--- src/rtl/vsel_pkg.sv ---
package vsel_pkg;
  typedef enum logic [1:0] {
    POL_LRU  = 2'd0,
    POL_FIFO = 2'd1,
    POL_RAND = 2'd2,
    POL_LRU2 = 2'd3
  } pol_e;

  localparam logic [15:0] RND_SEED = 16'hACE1;
endpackage

--- src/rtl/vsel_lru_ages.sv ---
module vsel_lru_ages #(
  parameter int NUM_WAYS = 4,
  localparam int WAY_W = $clog2(NUM_WAYS)
) (
  input  logic             clk_i,
  input  logic             rst_ni,
  input  logic             touch_i,
  input  logic [WAY_W-1:0] way_i,
  output logic [WAY_W-1:0] victim_o
);
  logic [WAY_W-1:0] age_q [NUM_WAYS];
  logic [NUM_WAYS-1:0] oldest;

  always_ff @(posedge clk_i or negedge rst_ni) begin
    if (!rst_ni) begin
      for (int i = 0; i < NUM_WAYS; i++) age_q[i] <= WAY_W'(i);
    end else if (touch_i) begin
      for (int i = 0; i < NUM_WAYS; i++) begin
        if (WAY_W'(i) == way_i)          age_q[i] <= '0;
        else if (age_q[i] < age_q[way_i]) age_q[i] <= age_q[i] + 1'b1;
      end
    end
  end

  for (genvar g = 0; g < NUM_WAYS; g++) begin : g_old
    assign oldest[g] = (age_q[g] == WAY_W'(NUM_WAYS - 1));
  end

  always_comb begin
    victim_o = '0;
    for (int i = 0; i < NUM_WAYS; i++)
      if (oldest[i]) victim_o = WAY_W'(i);
  end


  lru_one_oldest_chk: assert property (@(posedge clk_i) disable iff (!rst_ni)
    $countones(oldest) == 1);

  lru_touch_clear_chk: assert property (@(posedge clk_i) disable iff (!rst_ni)
    touch_i |=> age_q[$past(way_i)] == '0);
endmodule

--- src/rtl/vsel_fifo_ptr.sv ---
module vsel_fifo_ptr #(
  parameter int NUM_WAYS = 4,
  localparam int WAY_W = $clog2(NUM_WAYS)
) (
  input  logic             clk_i,
  input  logic             rst_ni,
  input  logic             adv_i,
  output logic [WAY_W-1:0] ptr_o
);
  logic [WAY_W-1:0] ptr_q;

  always_ff @(posedge clk_i or negedge rst_ni) begin
    if (!rst_ni)    ptr_q <= '0;
    else if (adv_i) ptr_q <= (ptr_q == WAY_W'(NUM_WAYS - 1)) ? '0 : ptr_q + 1'b1;
  end

  assign ptr_o = ptr_q;
endmodule

--- src/rtl/vsel_lfsr.sv ---
module vsel_lfsr #(
  parameter int NUM_WAYS = 4,
  parameter logic [15:0] SEED = 16'hACE1,
  localparam int WAY_W = $clog2(NUM_WAYS)
) (
  input  logic             clk_i,
  input  logic             rst_ni,
  output logic [WAY_W-1:0] rnd_o
);
  logic [15:0] st_q;
  logic        fb;

  assign fb = st_q[15] ^ st_q[13] ^ st_q[12] ^ st_q[10];

  always_ff @(posedge clk_i or negedge rst_ni) begin
    if (!rst_ni) st_q <= SEED;
    else         st_q <= {st_q[14:0], fb};
  end

  assign rnd_o = st_q[WAY_W-1:0];


  lfsr_nonzero_chk: assert property (@(posedge clk_i) disable iff (!rst_ni)
    st_q != '0);
endmodule

--- src/rtl/set_victim_sel.sv ---
module set_victim_sel #(
  parameter int NUM_WAYS = 4,
  localparam int WAY_W = $clog2(NUM_WAYS)
) (
  input  logic             clk_i,
  input  logic             rst_ni,
  input  logic [1:0]       policy_i,
  input  logic             acc_valid_i,
  input  logic             hit_i,
  input  logic             fill_i,
  input  logic [WAY_W-1:0] acc_way_i,
  output logic [WAY_W-1:0] victim_o,
  output logic             full_o
);
  import vsel_pkg::*;

  pol_e                pol_q;
  logic                armed_q;
  logic [NUM_WAYS-1:0] valid_q;
  logic                is_lru, is_fifo;
  logic                touch;
  logic [WAY_W-1:0]    lru_victim, fifo_ptr, rnd_way, free_way;

  // policy is latched once after reset release
  always_ff @(posedge clk_i or negedge rst_ni) begin
    if (!rst_ni) begin
      pol_q   <= POL_LRU;
      armed_q <= 1'b0;
    end else if (!armed_q) begin
      pol_q   <= pol_e'(policy_i);
      armed_q <= 1'b1;
    end
  end

  assign is_lru  = (pol_q == POL_LRU) || (pol_q == POL_LRU2);
  assign is_fifo = (pol_q == POL_FIFO);
  assign touch   = is_lru && ((acc_valid_i && hit_i) || fill_i);

  always_ff @(posedge clk_i or negedge rst_ni) begin
    if (!rst_ni)     valid_q <= '0;
    else if (fill_i) valid_q[acc_way_i] <= 1'b1;
  end

  assign full_o = &valid_q;

  always_comb begin
    free_way = '0;
    for (int i = NUM_WAYS - 1; i >= 0; i--)
      if (!valid_q[i]) free_way = WAY_W'(i);
  end

  vsel_lru_ages #(.NUM_WAYS(NUM_WAYS)) u_lru (
    .clk_i    (clk_i),
    .rst_ni   (rst_ni),
    .touch_i  (touch),
    .way_i    (acc_way_i),
    .victim_o (lru_victim)
  );

  vsel_fifo_ptr #(.NUM_WAYS(NUM_WAYS)) u_fifo (
    .clk_i  (clk_i),
    .rst_ni (rst_ni),
    .adv_i  (fill_i && is_fifo),
    .ptr_o  (fifo_ptr)
  );

  vsel_lfsr #(.NUM_WAYS(NUM_WAYS), .SEED(RND_SEED)) u_rnd (
    .clk_i  (clk_i),
    .rst_ni (rst_ni),
    .rnd_o  (rnd_way)
  );

  always_comb begin
    if (!full_o)                victim_o = free_way;
    else if (pol_q == POL_FIFO) victim_o = fifo_ptr;
    else if (pol_q == POL_RAND) victim_o = rnd_way;
    else                        victim_o = lru_victim;
  end


  free_victim_chk: assert property (@(posedge clk_i) disable iff (!rst_ni)
    !full_o |-> !valid_q[victim_o]);

  full_hold_chk: assert property (@(posedge clk_i) disable iff (!rst_ni)
    !$fell(full_o));

  pol_frozen_chk: assert property (@(posedge clk_i) disable iff (!rst_ni)
    armed_q |=> $stable(pol_q));

  fifo_hit_hold_chk: assert property (@(posedge clk_i) disable iff (!rst_ni)
    (acc_valid_i && !fill_i) |=> $stable(fifo_ptr));

  fifo_step_chk: assert property (@(posedge clk_i) disable iff (!rst_ni)
    (fill_i && is_fifo) |=> fifo_ptr == $past(fifo_ptr) + 1'b1);
endmodule

--- config.mk ---
export PLATFORM = sky130hd
export DESIGN_NAME = set_victim_sel
export DESIGN_NICKNAME = d
export VERILOG_FILES = /design/src/rtl/vsel_pkg.sv /design/src/rtl/vsel_lru_ages.sv /design/src/rtl/vsel_fifo_ptr.sv /design/src/rtl/vsel_lfsr.sv /design/src/rtl/set_victim_sel.sv
export SDC_FILE = /design/constraint.sdc
export NUM_CORES = 1
export LEC_CHECK = 0
export ABC_CLOCK_PERIOD_IN_PS = 2200
export BUFFER_PORTS_ARGS = -buffer_cell sky130_fd_sc_hd__buf_2
export CAP_MARGIN = 5
export CORE_AREA = 2 2 58 60
export DETAILED_ROUTE_END_ITERATION = 8
export DIE_AREA = 0 0 60 62
export PLACE_DENSITY = 0.8
export SLEW_MARGIN = 0
export SYNTH_ARGS = -nofsm -noshare
export SYNTH_HDL_FRONTEND = slang
export SYNTH_SLANG_ARGS = --single-unit
--- constraint.sdc ---
create_clock -name clk_i -period 2.2 [get_ports clk_i]
set_clock_uncertainty 0.05 [all_clocks]
set_input_delay 0.44 -clock clk_i [delete_from_list [all_inputs] [get_ports clk_i]]
set_output_delay 0.44 -clock clk_i [all_outputs]
set_load 0.05 [all_outputs]
==> results by stage <==
Timing:
- In the post-route analysis, the smallest setup slack over all paths is -135 ps.
- The worst hold slack across all endpoints is 90.3 ps.
- The max-slew violation count came to 0.
- The final sum of negative setup slack is -161 ps.
- The maximum clock frequency is 0.428 GHz.
- Setup repair after global routing could not meet its margin everywhere.
- The final count of hold timing violations is 0.
- Setup violations remaining at the end of the flow were counted as 2.
- The worst max-slew margin expressed relative to the limit is 54.2%.
- At the pin with the least slew margin, the transition time is 687 ps.
- The clock period minus worst slack is 2340 ps.
- The portion of the clock cycle consumed by the worst path in the final layout is 106%.

Worst setup path:
- The endpoint class of the critical path is a primary output.
- The stage delay of the slowest cell on the critical path is 570 ps.
- The data arrival time of the critical path is 1850 ps.
- The worst register-to-register path begins at u_lru.age_q[3]$_DFFE_PN1P_.
- The critical path goes through ha_4 -> inv_2 -> a21oi_2 -> o21ai_1 -> mux2_4 -> a22o_1 -> buf_6.
- Tracing the worst setup path back leads to its startpoint at u_lru.age_q[3]$_DFFE_PN1P_.
- The maximum fanout encountered on the critical timing path is 2.
- By startpoint and endpoint, the worst setup path is classified as reg2out.
- The worst endpoint required time is 1710 ps.
- The startpoint kind of the worst setup timing path is a register.
- The cell with the biggest individual delay on the critical path is dfstp_2.

Layout:
- The number of antenna diodes in the final layout is 0.
- Of the cells placed in the final design, the portion with a size suffix greater than 1 is 34.6%.
- The area growth from synthesis to layout is 19.8%.
- Leaving out filler cells and counting taps, the final layout contains 202.
- The final non-filler cell area is 1870 sq um.
- For this run, the share of the core covered by cells in the final layout is 58.9%.
- The net total in the final layout is 174.

Synth:
- The Yosys step of the flow raised 0 warnings.
- For this run, the register share of the synthesized area comes to 53.8%.
- The synthesized netlist occupies a cell area of 1560 sq um.
- The dominant cell type by area after synthesis is dfrtp_1.
- By area the synthesized netlist is led by dfrtp_1 34%, dfstp_2 20%, ha_1 8.0%.
- In this run, distinct cell masters in the synthesized netlist total 43.
- In the post-synthesis netlist, the cell with the most instances is dfrtp_1.
- The fraction of synthesized cell area taken by the top area cell type is 33.6%.
- Yosys mapped a number of flops with a built-in enable equal to 0.
- The average size of a mapped cell is 11.9 sq um.
- The post-synthesis async set-or-reset flop share is 100%.
- Synthesis produced a netlist with a net count of 150.
- After technology mapping, the gate count stands at 131.
- By count the netlist is led by 21 x dfrtp_1, 12 x dfstp_2, 11 x nand2_1.
- The synthesized design contains 33 register bits.
- Among all flip-flop cells after synthesis, the most frequent one is dfrtp_1.

Power:
- The switching power as a share of total power is 35.3%.
- The clock power share is 19.0%.
- The total power after layout is 2.44 mW.
- In this run, flip-flops and latches consume 35.0% of the power.
- Dividing total power by cell area gives a power density of 1300 nW/um^2.
- The net switching power is 860 uW.
- The share of total power in combinational logic is 46.0%.
- VDD sags by at most 761 uV.
- In this run the static leakage power is 0.838 nW.
- The internal power of the cells totals 1.58 mW.

Global routing:
- The first global-routing pass estimated 4.42 mm of wire.
- The largest net degree at the start of global routing is 34.
- The global-route track usage on met3 is 5.80%.
- The global-route met1 utilization is 19.0%.
- Global routing consumed, on the met2 layer, 28.1% of the routing resources.
- The number of global-route vias before repair is 1024.
- The total global routing overflow is 0.
- The most utilized layer in the global route result is met2.
- Global routing consumed, over all layers together, 16.4% of the routing resources.
- The number of antenna violations at the first check in global routing is 0.

Job:
- The number of max-capacitance violations reported is 0.

Placement:
- The cell area reported after detailed placement is 1690 sq um.
- The number of buffer cells added on primary ports is 11.
- The worst slack after detailed placement is -38.2 ps.
- Routability-driven placement finished with a final weighted congestion of 0.803.
- Detailed placement ended at an HPWL of 2.07 mm.
- The count of placed standard cells including taps is 190.

Floorplanning:
- After floorplanning, the core was divided into 21 placement rows.
- The die outline width is 60 um.
- From bottom edge to top edge, the die measures 62 um.
- The region available for standard cell placement spans 3180 sq um.
- The die area is 3720 sq um.
- The initial cell density of the core is 49.2%.
- The count of boundary I/O pins is 12.

CTS:
- The clock tree root buffer cell is clkbuf_4.
- The maximum clock path buffer count is 2.
- The H-tree level count is 2.
- The quantity of hold-fixing buffers added after cts is 0.
- The TritonCTS clock tree is done.
- Counting every sink on the clock net gives 33.
- The number of buffers created by CTS is 5.
- The clock-pin slew reported for the worst setup and hold paths after clock tree synthesis is 100 ps.
- At the later pin of the worst-skew pair, clock insertion delay measures 330 ps.

Drt:
- Using the TritonRoute via totals, the vias-per-cell ratio works out to 5.54.
- The violation count after the first detailed-route iteration is 18.
- The detailed-route via count is 1120.
- The remaining antenna violation count after routing is 0.
- The total detailed-routing wirelength is 2.99 mm.
- In the final routed layout, each cell accounts on average for 14.8 um.
- The total iterations of the first detailed-routing run is 4.
- For this run, design rule violations remaining after detail routing come to 0.

Outcome:
- The run finished, with violations left.
- The final reports fail on negative setup slack.

Min path:
- The min-delay analysis places its worst path in the category in2async.
kinds of logic (layout without fill, tap and decap cells):
logic type	after synthesis	after routing	share of synthesized area, %
DFF	33	33	53.8
AOI/OAI and AO/OA	35	35	16.9
buffers and inverters	7	32	2.16
xor gates and xnor gates	3	3	1.68
other	1	1	0.240
and+or+nand+nor	35	35	11.4
muxes	7	7	5.84
adders and majority gates	10	10	8.01
power groups by stage:
stage	sequential [mW]	clock, mW	combinational [mW]
finish	0.853	0.464	1.12
global route	0.866	0.498	1.25
CTS	0.853	0.475	1.03
detailed placement	0.861	0	0.901
global placement	0.852	0	0.855
floorplan	0.833	0	0.702
layer usage:
layer / wire (um) / share of wire [%]
met1: 1270 / 42
met2: 1580 / 53
met3: 102 / 3.4
met4: 39 / 1.3
met5: 0 / 0
worst paths after layout:
check | endpoint | slack [ps] | depth (start not counted)
worst max-delay path | victim_o[0] | -140 | 7
worst min-delay path | u_lru.age_q[7]$_DFFE_PN0P_ | 90 | 1
worst max register to register | u_lru.age_q[5]$_DFFE_PN0P_ | 100 | 8
worst min register to register | u_rnd.st_q[7]$_DFF_PN1_ | 310 | 0
max in group asynchronous | u_lru.age_q[2]$_DFFE_PN0P_ | 1530 | 1
min in group clk_i | pol_q[0]$_DFFE_PN0N_ | 290 | 2
registers in the layout, indices dropped and copies added, names as in the netlist:
| name | flops |
|---|---|
| u_rnd.st_q | 16 |
| valid_q | 4 |
| u_fifo.ptr_o | 2 |
| u_lru.age_q | 8 |
| armed_q | 1 |
| pol_q | 2 |
worst max-delay path: cells and delay by family, from the launching register on:
kind | cells | cell delay [ps]
DFF | 1 | 570
AOI/OAI and AO/OA | 3 | 350
muxes | 1 | 270
buffers and inverters | 2 | 190
adders and majority gates | 1 | 130
cell usage in the layout, fill, tap and decap left out, types with 4 or more instances in the layout:
cell type,n
clkbuf_4,5
nand2_1,11
a21o_1,6
dfrtp_1,20
dfstp_2,12
a211oi_1,5
buf_4,8
buf_2,9
inv_1,4
nor2_1,7
ha_1,7
final cells by class:
class	count	area, sq um
fillers	254	1310
flip-flops and latches	33	842
multi-input cells	91	741
repair buffers	19	128
well taps	46	57.6
clock buffers	7	55.1
clock inverters	1	30.0
inverters	5	18.8
what timing repair did:
item                                    4_1_cts  5_1_grt
buffers inserted                              2        2
gates resized for setup                      12        6
endpoints found under the setup margin        2        5
pin swaps                                     4        4
endpoints found under the hold margin         0        0
(Power assumes the default switching activity.)
